$ cat src/rtl/birq_pkg.sv
package birq_pkg;
  localparam int unsigned BANK_W = 32;
  localparam int unsigned PRIO_W = 6;
  localparam int unsigned ID_W   = 7;

  typedef logic [PRIO_W-1:0] prio_t;
  typedef logic [ID_W-1:0]   id_t;

  localparam logic [11:0] OFS_REV    = 12'h000;
  localparam logic [11:0] OFS_SYSCFG = 12'h010;
  localparam logic [11:0] OFS_SYSST  = 12'h014;
  localparam logic [11:0] OFS_ACTIVE = 12'h040;
  localparam logic [11:0] OFS_CTRL   = 12'h048;
  localparam logic [11:0] OFS_PROT   = 12'h04C;
  localparam logic [11:0] OFS_IDLE   = 12'h050;
  localparam logic [11:0] OFS_THR    = 12'h068;

  // offsets inside one 0x20 bank window starting at 0x80
  localparam logic [4:0] BK_MASK = 5'h04;
  localparam logic [4:0] BK_CLR  = 5'h08;
  localparam logic [4:0] BK_SET  = 5'h0C;
  localparam logic [4:0] BK_PEND = 5'h18;
endpackage

$ cat src/rtl/birq_mask_bank.sv
module birq_mask_bank #(
  parameter int unsigned W = 32
) (
  input  logic         clk_i,
  input  logic         rst_ni,
  input  logic         srst_i,
  input  logic         wr_i,
  input  logic         set_i,
  input  logic         clr_i,
  input  logic [W-1:0] wdata_i,
  output logic [W-1:0] mask_o
);
  always_ff @(posedge clk_i or negedge rst_ni) begin
    if (!rst_ni)     mask_o <= '1;
    else if (srst_i) mask_o <= '1;
    else if (wr_i)   mask_o <= wdata_i;
    else if (set_i)  mask_o <= mask_o | wdata_i;
    else if (clr_i)  mask_o <= mask_o & ~wdata_i;
  end
endmodule

$ cat src/rtl/birq_prio_arb.sv
module birq_prio_arb
  import birq_pkg::*;
#(
  parameter int unsigned N = 96
) (
  input  logic [N-1:0]             req_i,
  input  logic [N-1:0][PRIO_W-1:0] prio_i,
  input  prio_t                    thr_i,
  output logic                     found_o,
  output id_t                      id_o
);
  prio_t best;

  // strict compare keeps the lowest index on equal priority; line 0 is reserved
  always_comb begin
    found_o = 1'b0;
    id_o    = '0;
    best    = '1;
    for (int i = 1; i < int'(N); i++) begin
      if (req_i[i] && (thr_i == '0 || prio_i[i] < thr_i) &&
          (!found_o || prio_i[i] < best)) begin
        found_o = 1'b1;
        id_o    = id_t'(i);
        best    = prio_i[i];
      end
    end
  end
endmodule

$ cat src/rtl/banked_irq_ctrl.sv
module banked_irq_ctrl
  import birq_pkg::*;
#(
  parameter int unsigned NUM_LINES = 96,
  parameter logic [7:0]  REV       = 8'h21
) (
  input  logic                 clk_i,
  input  logic                 rst_ni,
  input  logic                 req_i,
  input  logic                 we_i,
  input  logic [11:0]          addr_i,
  input  logic [31:0]          wdata_i,
  output logic [31:0]          rdata_o,
  input  logic [NUM_LINES-1:0] irq_i,
  output logic                 irq_o
);
  localparam int unsigned NUM_BANKS = (NUM_LINES + BANK_W - 1) / BANK_W;
  localparam int unsigned PAD_W     = NUM_BANKS * BANK_W;
  localparam int unsigned LVL_W     = $clog2(NUM_LINES);

  logic wr, rd;
  assign wr = req_i & we_i;
  assign rd = req_i & ~we_i;

  // bank window decode
  logic       in_bank, bank_ok;
  logic [1:0] bank_idx;
  logic [4:0] bank_ofs;
  assign in_bank  = addr_i[11:7] == 5'b00001;
  assign bank_idx = addr_i[6:5];
  assign bank_ofs = addr_i[4:0];
  assign bank_ok  = in_bank && (32'(bank_idx) < NUM_BANKS);

  // level window decode
  logic [9:0]       lvl_raw, lvl_off;
  logic [LVL_W-1:0] lvl_sel;
  logic             lvl_ok;
  assign lvl_raw = addr_i[11:2];
  assign lvl_off = lvl_raw - 10'd64;
  assign lvl_sel = lvl_off[LVL_W-1:0];
  assign lvl_ok  = (addr_i[1:0] == 2'b00) && (lvl_raw >= 10'd64) &&
                   (32'(lvl_off) < NUM_LINES);

  logic  srst_q, autoidle_q, prot_q, lock_q;
  logic [1:0] idle_q;
  prio_t thr_q;
  id_t   active_q;
  logic [NUM_LINES-1:0][PRIO_W-1:0] prio_q;

  logic [NUM_BANKS-1:0][BANK_W-1:0] mask_bk, pend_bk;
  logic [PAD_W-1:0]     irq_pad;
  logic [NUM_LINES-1:0] pend_lines;

  for (genvar b = 0; b < NUM_BANKS; b++) begin : g_bank
    logic sel;
    assign sel = wr && in_bank && (bank_idx == 2'(b));
    birq_mask_bank #(.W(BANK_W)) u_mask (
      .clk_i  (clk_i),
      .rst_ni (rst_ni),
      .srst_i (srst_q),
      .wr_i   (sel && bank_ofs == BK_MASK),
      .set_i  (sel && bank_ofs == BK_SET),
      .clr_i  (sel && bank_ofs == BK_CLR),
      .wdata_i(wdata_i),
      .mask_o (mask_bk[b])
    );
  end

  assign irq_pad    = PAD_W'(irq_i);
  assign pend_bk    = irq_pad & ~mask_bk;
  assign pend_lines = pend_bk[NUM_LINES-1:0];

  logic found;
  id_t  win_id;
  birq_prio_arb #(.N(NUM_LINES)) u_arb (
    .req_i  (pend_lines),
    .prio_i (prio_q),
    .thr_i  (thr_q),
    .found_o(found),
    .id_o   (win_id)
  );

  logic ack;
  assign ack = wr && addr_i == OFS_CTRL && wdata_i[0];

  always_ff @(posedge clk_i or negedge rst_ni) begin
    if (!rst_ni) begin
      srst_q     <= 1'b0;
      autoidle_q <= 1'b0;
      prot_q     <= 1'b0;
      idle_q     <= '0;
      thr_q      <= '0;
      lock_q     <= 1'b0;
      active_q   <= '0;
    end else begin
      srst_q <= wr && addr_i == OFS_SYSCFG && wdata_i[1];
      if (srst_q) begin
        autoidle_q <= 1'b0;
        prot_q     <= 1'b0;
        idle_q     <= '0;
        thr_q      <= '0;
        lock_q     <= 1'b0;
        active_q   <= '0;
      end else begin
        if (wr && addr_i == OFS_SYSCFG) autoidle_q <= wdata_i[0];
        if (wr && addr_i == OFS_PROT)   prot_q     <= wdata_i[0];
        if (wr && addr_i == OFS_IDLE)   idle_q     <= wdata_i[1:0];
        if (wr && addr_i == OFS_THR)    thr_q      <= wdata_i[PRIO_W-1:0];
        if (ack) begin
          lock_q <= 1'b0;
        end else if (rd && addr_i == OFS_ACTIVE && !lock_q && found) begin
          lock_q   <= 1'b1;
          active_q <= win_id;
        end
      end
    end
  end

  always_ff @(posedge clk_i or negedge rst_ni) begin
    if (!rst_ni)                prio_q <= '0;
    else if (srst_q)            prio_q <= '0;
    else if (wr && lvl_ok)      prio_q[lvl_sel] <= wdata_i[PRIO_W+1:2];
  end

  id_t act_num;
  assign act_num = lock_q ? active_q : win_id;
  assign irq_o   = found & ~lock_q;

  always_comb begin
    rdata_o = '0;
    if (rd) begin
      case (addr_i)
        OFS_REV:    rdata_o = {24'b0, REV};
        OFS_SYSCFG: rdata_o = {31'b0, autoidle_q};
        OFS_SYSST:  rdata_o = {31'b0, ~srst_q};
        OFS_ACTIVE: rdata_o = {{(32-ID_W){1'b0}}, act_num};
        OFS_PROT:   rdata_o = {31'b0, prot_q};
        OFS_IDLE:   rdata_o = {30'b0, idle_q};
        OFS_THR:    rdata_o = {{(32-PRIO_W){1'b0}}, thr_q};
        default: begin
          if (bank_ok && bank_ofs == BK_MASK)      rdata_o = mask_bk[bank_idx];
          else if (bank_ok && bank_ofs == BK_PEND) rdata_o = pend_bk[bank_idx];
          else if (lvl_ok)
            rdata_o = {{(30-PRIO_W){1'b0}}, prio_q[lvl_sel], 2'b00};
        end
      endcase
    end
  end
endmodule

$ cat config.mk
export PLATFORM = sky130hd
export DESIGN_NAME = banked_irq_ctrl
export DESIGN_NICKNAME = d
export VERILOG_FILES = /design/src/rtl/birq_pkg.sv /design/src/rtl/birq_mask_bank.sv /design/src/rtl/birq_prio_arb.sv /design/src/rtl/banked_irq_ctrl.sv
export SDC_FILE = /design/constraint.sdc
export NUM_CORES = 2
export LEC_CHECK = 0
export ABC_CLOCK_PERIOD_IN_PS = 486300
export BUFFER_PORTS_ARGS = -buffer_cell sky130_fd_sc_hd__buf_2
export CAP_MARGIN = 10
export CORE_MARGIN = 4
export CORE_UTILIZATION = 41
export DETAILED_ROUTE_END_ITERATION = 10
export HOLD_SLACK_MARGIN = 0.15
export PLACE_DENSITY_LB_ADDON = 0.25
export REMOVE_ABC_BUFFERS = 1
export SYNTH_ARGS = -nofsm -noshare
export SYNTH_HDL_FRONTEND = slang
export SYNTH_SLANG_ARGS = --single-unit
export TNS_END_PERCENT = 100
$ cat constraint.sdc
create_clock -name clk_i -period 486.3 [get_ports clk_i]
set_input_delay 24.315 -clock clk_i [delete_from_list [all_inputs] [get_ports clk_i]]
set_output_delay 24.315 -clock clk_i [all_outputs]
set_load 0.005 [all_outputs]
==> run_results.csv <==
group,metric,value,unit
status,status,"complete, no violations",
worst_setup_path,cp_slowest_cell,"a31oi_1",
worst_setup_path,r2r-end,"active_q[2]",
timing,tightest_slew,1.45,ns
worst_setup_path,startpoint_type,"input pin",
worst_setup_path,cp_max_fo,19,
clocking,clockBufferDepth,3,
placed_design,dp_cells,12123,
synthesis,avgSynthCellArea,8.08,µm²
grt,grt_pass1_wl,522000,µm
worst_setup_path,max_stage_delay,0.85,ns
worst_setup_path,critPathTopFamily,"compound AO/OA/AOI/OAI gates",
worst_setup_path,worstPathArrival,206.14,ns
synthesis,synthFlopType,"dfrtp_1",
timing,drv_slew,0,
die,start_util,0.413,
detailed_routing,wirelength,361000,µm
synthesis,syn_area,78700,µm²
finish,num-fill-cells,18966,
clocking,cts_resized,0,
synthesis,synth-edff-count,0,
timing,rsz0062_at_grt,"false",
detailed_routing,first_pass_iters,6,
hold_path,min_path_cells,2,
worst_setup_path,worstReg2RegStart,"thr_q[0]",
worst_setup_path,cp-startpoint,"irq_i[1]",
finish,final_core_util,0.442,
synthesis,synth_cell_type_count,201,
clocking,cts_buffers,89,
grt,grt_max_degree,183,
timing,finalSetupTns,0,ns
hold_path,min_to,"active_q[2]",
worst_setup_path,rr_worst_depth,788,
synthesis,syn_inst,9738,
timing,fin_skew,0.0390,ns
timing,max_freq,4.34,MHz
timing,hold_viol,0,
timing,max-slew-margin-rel,0.0318,
placed_design,numPortBuffers,176,
worst_setup_path,cp-end-kind,"primary output",
synthesis,ys_seq_area_frac,0.221,
die,dieArea,199000,µm²
timing,setup_viol,0,
finish,fin_cells,12350,
clocking,htree_levels,3,
detailed_routing,num_vias,80358,
worst_setup_path,cpMostUsedCell,"ha_1",
detailed_routing,antenna_left,0,
hold_path,hold_start,"active_q[2]",
grt,first_global_vias,75506,
grt,track_usage,0.350,
die,ios,177,
worst_setup_path,reg2reg_slack,302.82,ns
synthesis,yosysTopAreaCell,"dfrtp_1",
die,core.rowCount,160,
hold_path,hold_path_class,"reg2reg",
worst_setup_path,crit_buf_inv,24,
grt,grt_overflow,0,
clocking,hold_buffers,0,
worst_setup_path,critical_path_required,461.99,ns
synthesis,ys_seq_elements,691,
placed_design,hpwl,267000,µm
clocking,cts_tree,"built",
synthesis,synth_most_common_cell,"nand2_1",
synthesis,synth_top_area_share,0.189,
clocking,cts_setup_buffers,0,
die,core_region_area,191000,µm²
flow_run,drv_cap,0,
die,fp.dieH,446,µm
clocking,cts_root_buffer,"clkbuf_16",
detailed_routing,wl_per_cell,29.2,µm
finish,syn2layout_area_growth,7.10,%
placed_design,gp_congestion,1.04,
detailed_routing,drt-initial-drc-count,8443,
synthesis,async_flop_share,1.00,
clocking,clk_latency,0.75,ns
synthesis,ys_top_cells_by_count,"1891 x nand2_1, 1187 x a21oi_1, 763 x ha_1",
clocking,clk_pin_slew,0.05,ns
grt,antenna_found_initial,47,
finish,fin_nets,10610,
synthesis,yosys_warnings,0,
worst_setup_path,critPathKind,"in2out",
die,die_x,446,µm
timing,min_period,230.46,ns
synthesis,yosys-top-cells-area,"dfrtp_1 19%, ha_1 12%, nand2_1 9.0%",
detailed_routing,route.detailed.drc,0,
detailed_routing,vias_per_cell,6.51,
timing,period_share,0.474,
clocking,cts_sinks,691,
finish,drive_above_1_share,0.156,
[worst max path at each step]
stage	endpoint	slack, ns	cells after the start
global placement	rdata_o[4]	262.87	1167
detailed placement	rdata_o[2]	259.83	928
floorplan	rdata_o[2]	283.43	1173
CTS	rdata_o[2]	259.07	908
global route	rdata_o[2]	241.90	904
finish	rdata_o[4]	255.84	909
[layer usage]
layer	track usage	part of all wire	wire, µm
met1	0.437	0.39	140000
met2	0.534	0.44	158000
met3	0.0774	0.092	33100
met4	0.248	0.082	29500
met5	0	0.00067	241
[through the flow]
step           cell area, µm²  setup slack [ns]  hold WS [ns]
2_1_floorplan           75800            283.43         0.448
3_3_place_gp            81100            262.87         0.464
3_5_place_dp            81100            259.83         0.476
4_1_cts                 84200            259.07         0.489
5_1_grt                 84300            241.90         0.506
6_report                84300            255.84         0.490
[logic make-up (layout without fill, tap and decap cells)]
group,count (synthesis),count (layout),synth area share
other cells,0,63,0
simple gates,3791,3791,0.226
flops,691,691,0.221
mux,489,489,0.0952
compound gates,3191,3191,0.275
buf+inv,724,762,0.0503
fa+ha+maj,776,776,0.123
xor+xnor,76,76,0.00865
[registers in the layout (all words and copies together) (netlist names)]
| register | count |
|---|---|
| lock_q | 1 |
| prio_q | 576 |
| prot_q | 1 |
| thr_q | 6 |
| active_q | 7 |
| g_bank.u_mask.mask_o | 96 |
| autoidle_q | 1 |
| srst_q | 1 |
| idle_q | 2 |
[cell type report]
type | instances | area, µm² | share of cell area
Clock inverter | 43 | 489 | 0.00580
Clock buffer | 121 | 2550 | 0.0302
Antenna cell | 63 | 158 | 0.00187
Inverter | 285 | 1090 | 0.0130
Tap cell | 2511 | 3140 | 0.0373
Sequential cell | 691 | 17400 | 0.207
Multi-Input combinational cell | 8323 | 57500 | 0.682
Timing Repair Buffer | 313 | 2000 | 0.0237
[cell usage in the layout, fill, tap and decap left out, types with 115 or more instances in the layout]
cell type and count:
buf_4 142, nand3_1 142, a21oi_1 1187, inv_1 279, ha_1 763, nand2_1 1889
o21ai_0 611, nor2b_1 175, nand2b_1 201, buf_2 164, mux4_2 185, mux2i_1 221
nor2_1 654, dfrtp_1 593, a21o_1 152, nor3_1 115
[worst reg2reg max path: cells and delay by family, from the launching register on]
kind            cells  cell delay (ns)
mux                40            10.82
buf+inv            21             2.40
flops               1             0.85
compound gates    391            92.87
simple gates      237            48.18
fa+ha+maj          99            28.17
Power is left out: the tool's default activity adds up to more than one toggle a clock period on the data nets, which glitch-free logic cannot reach.
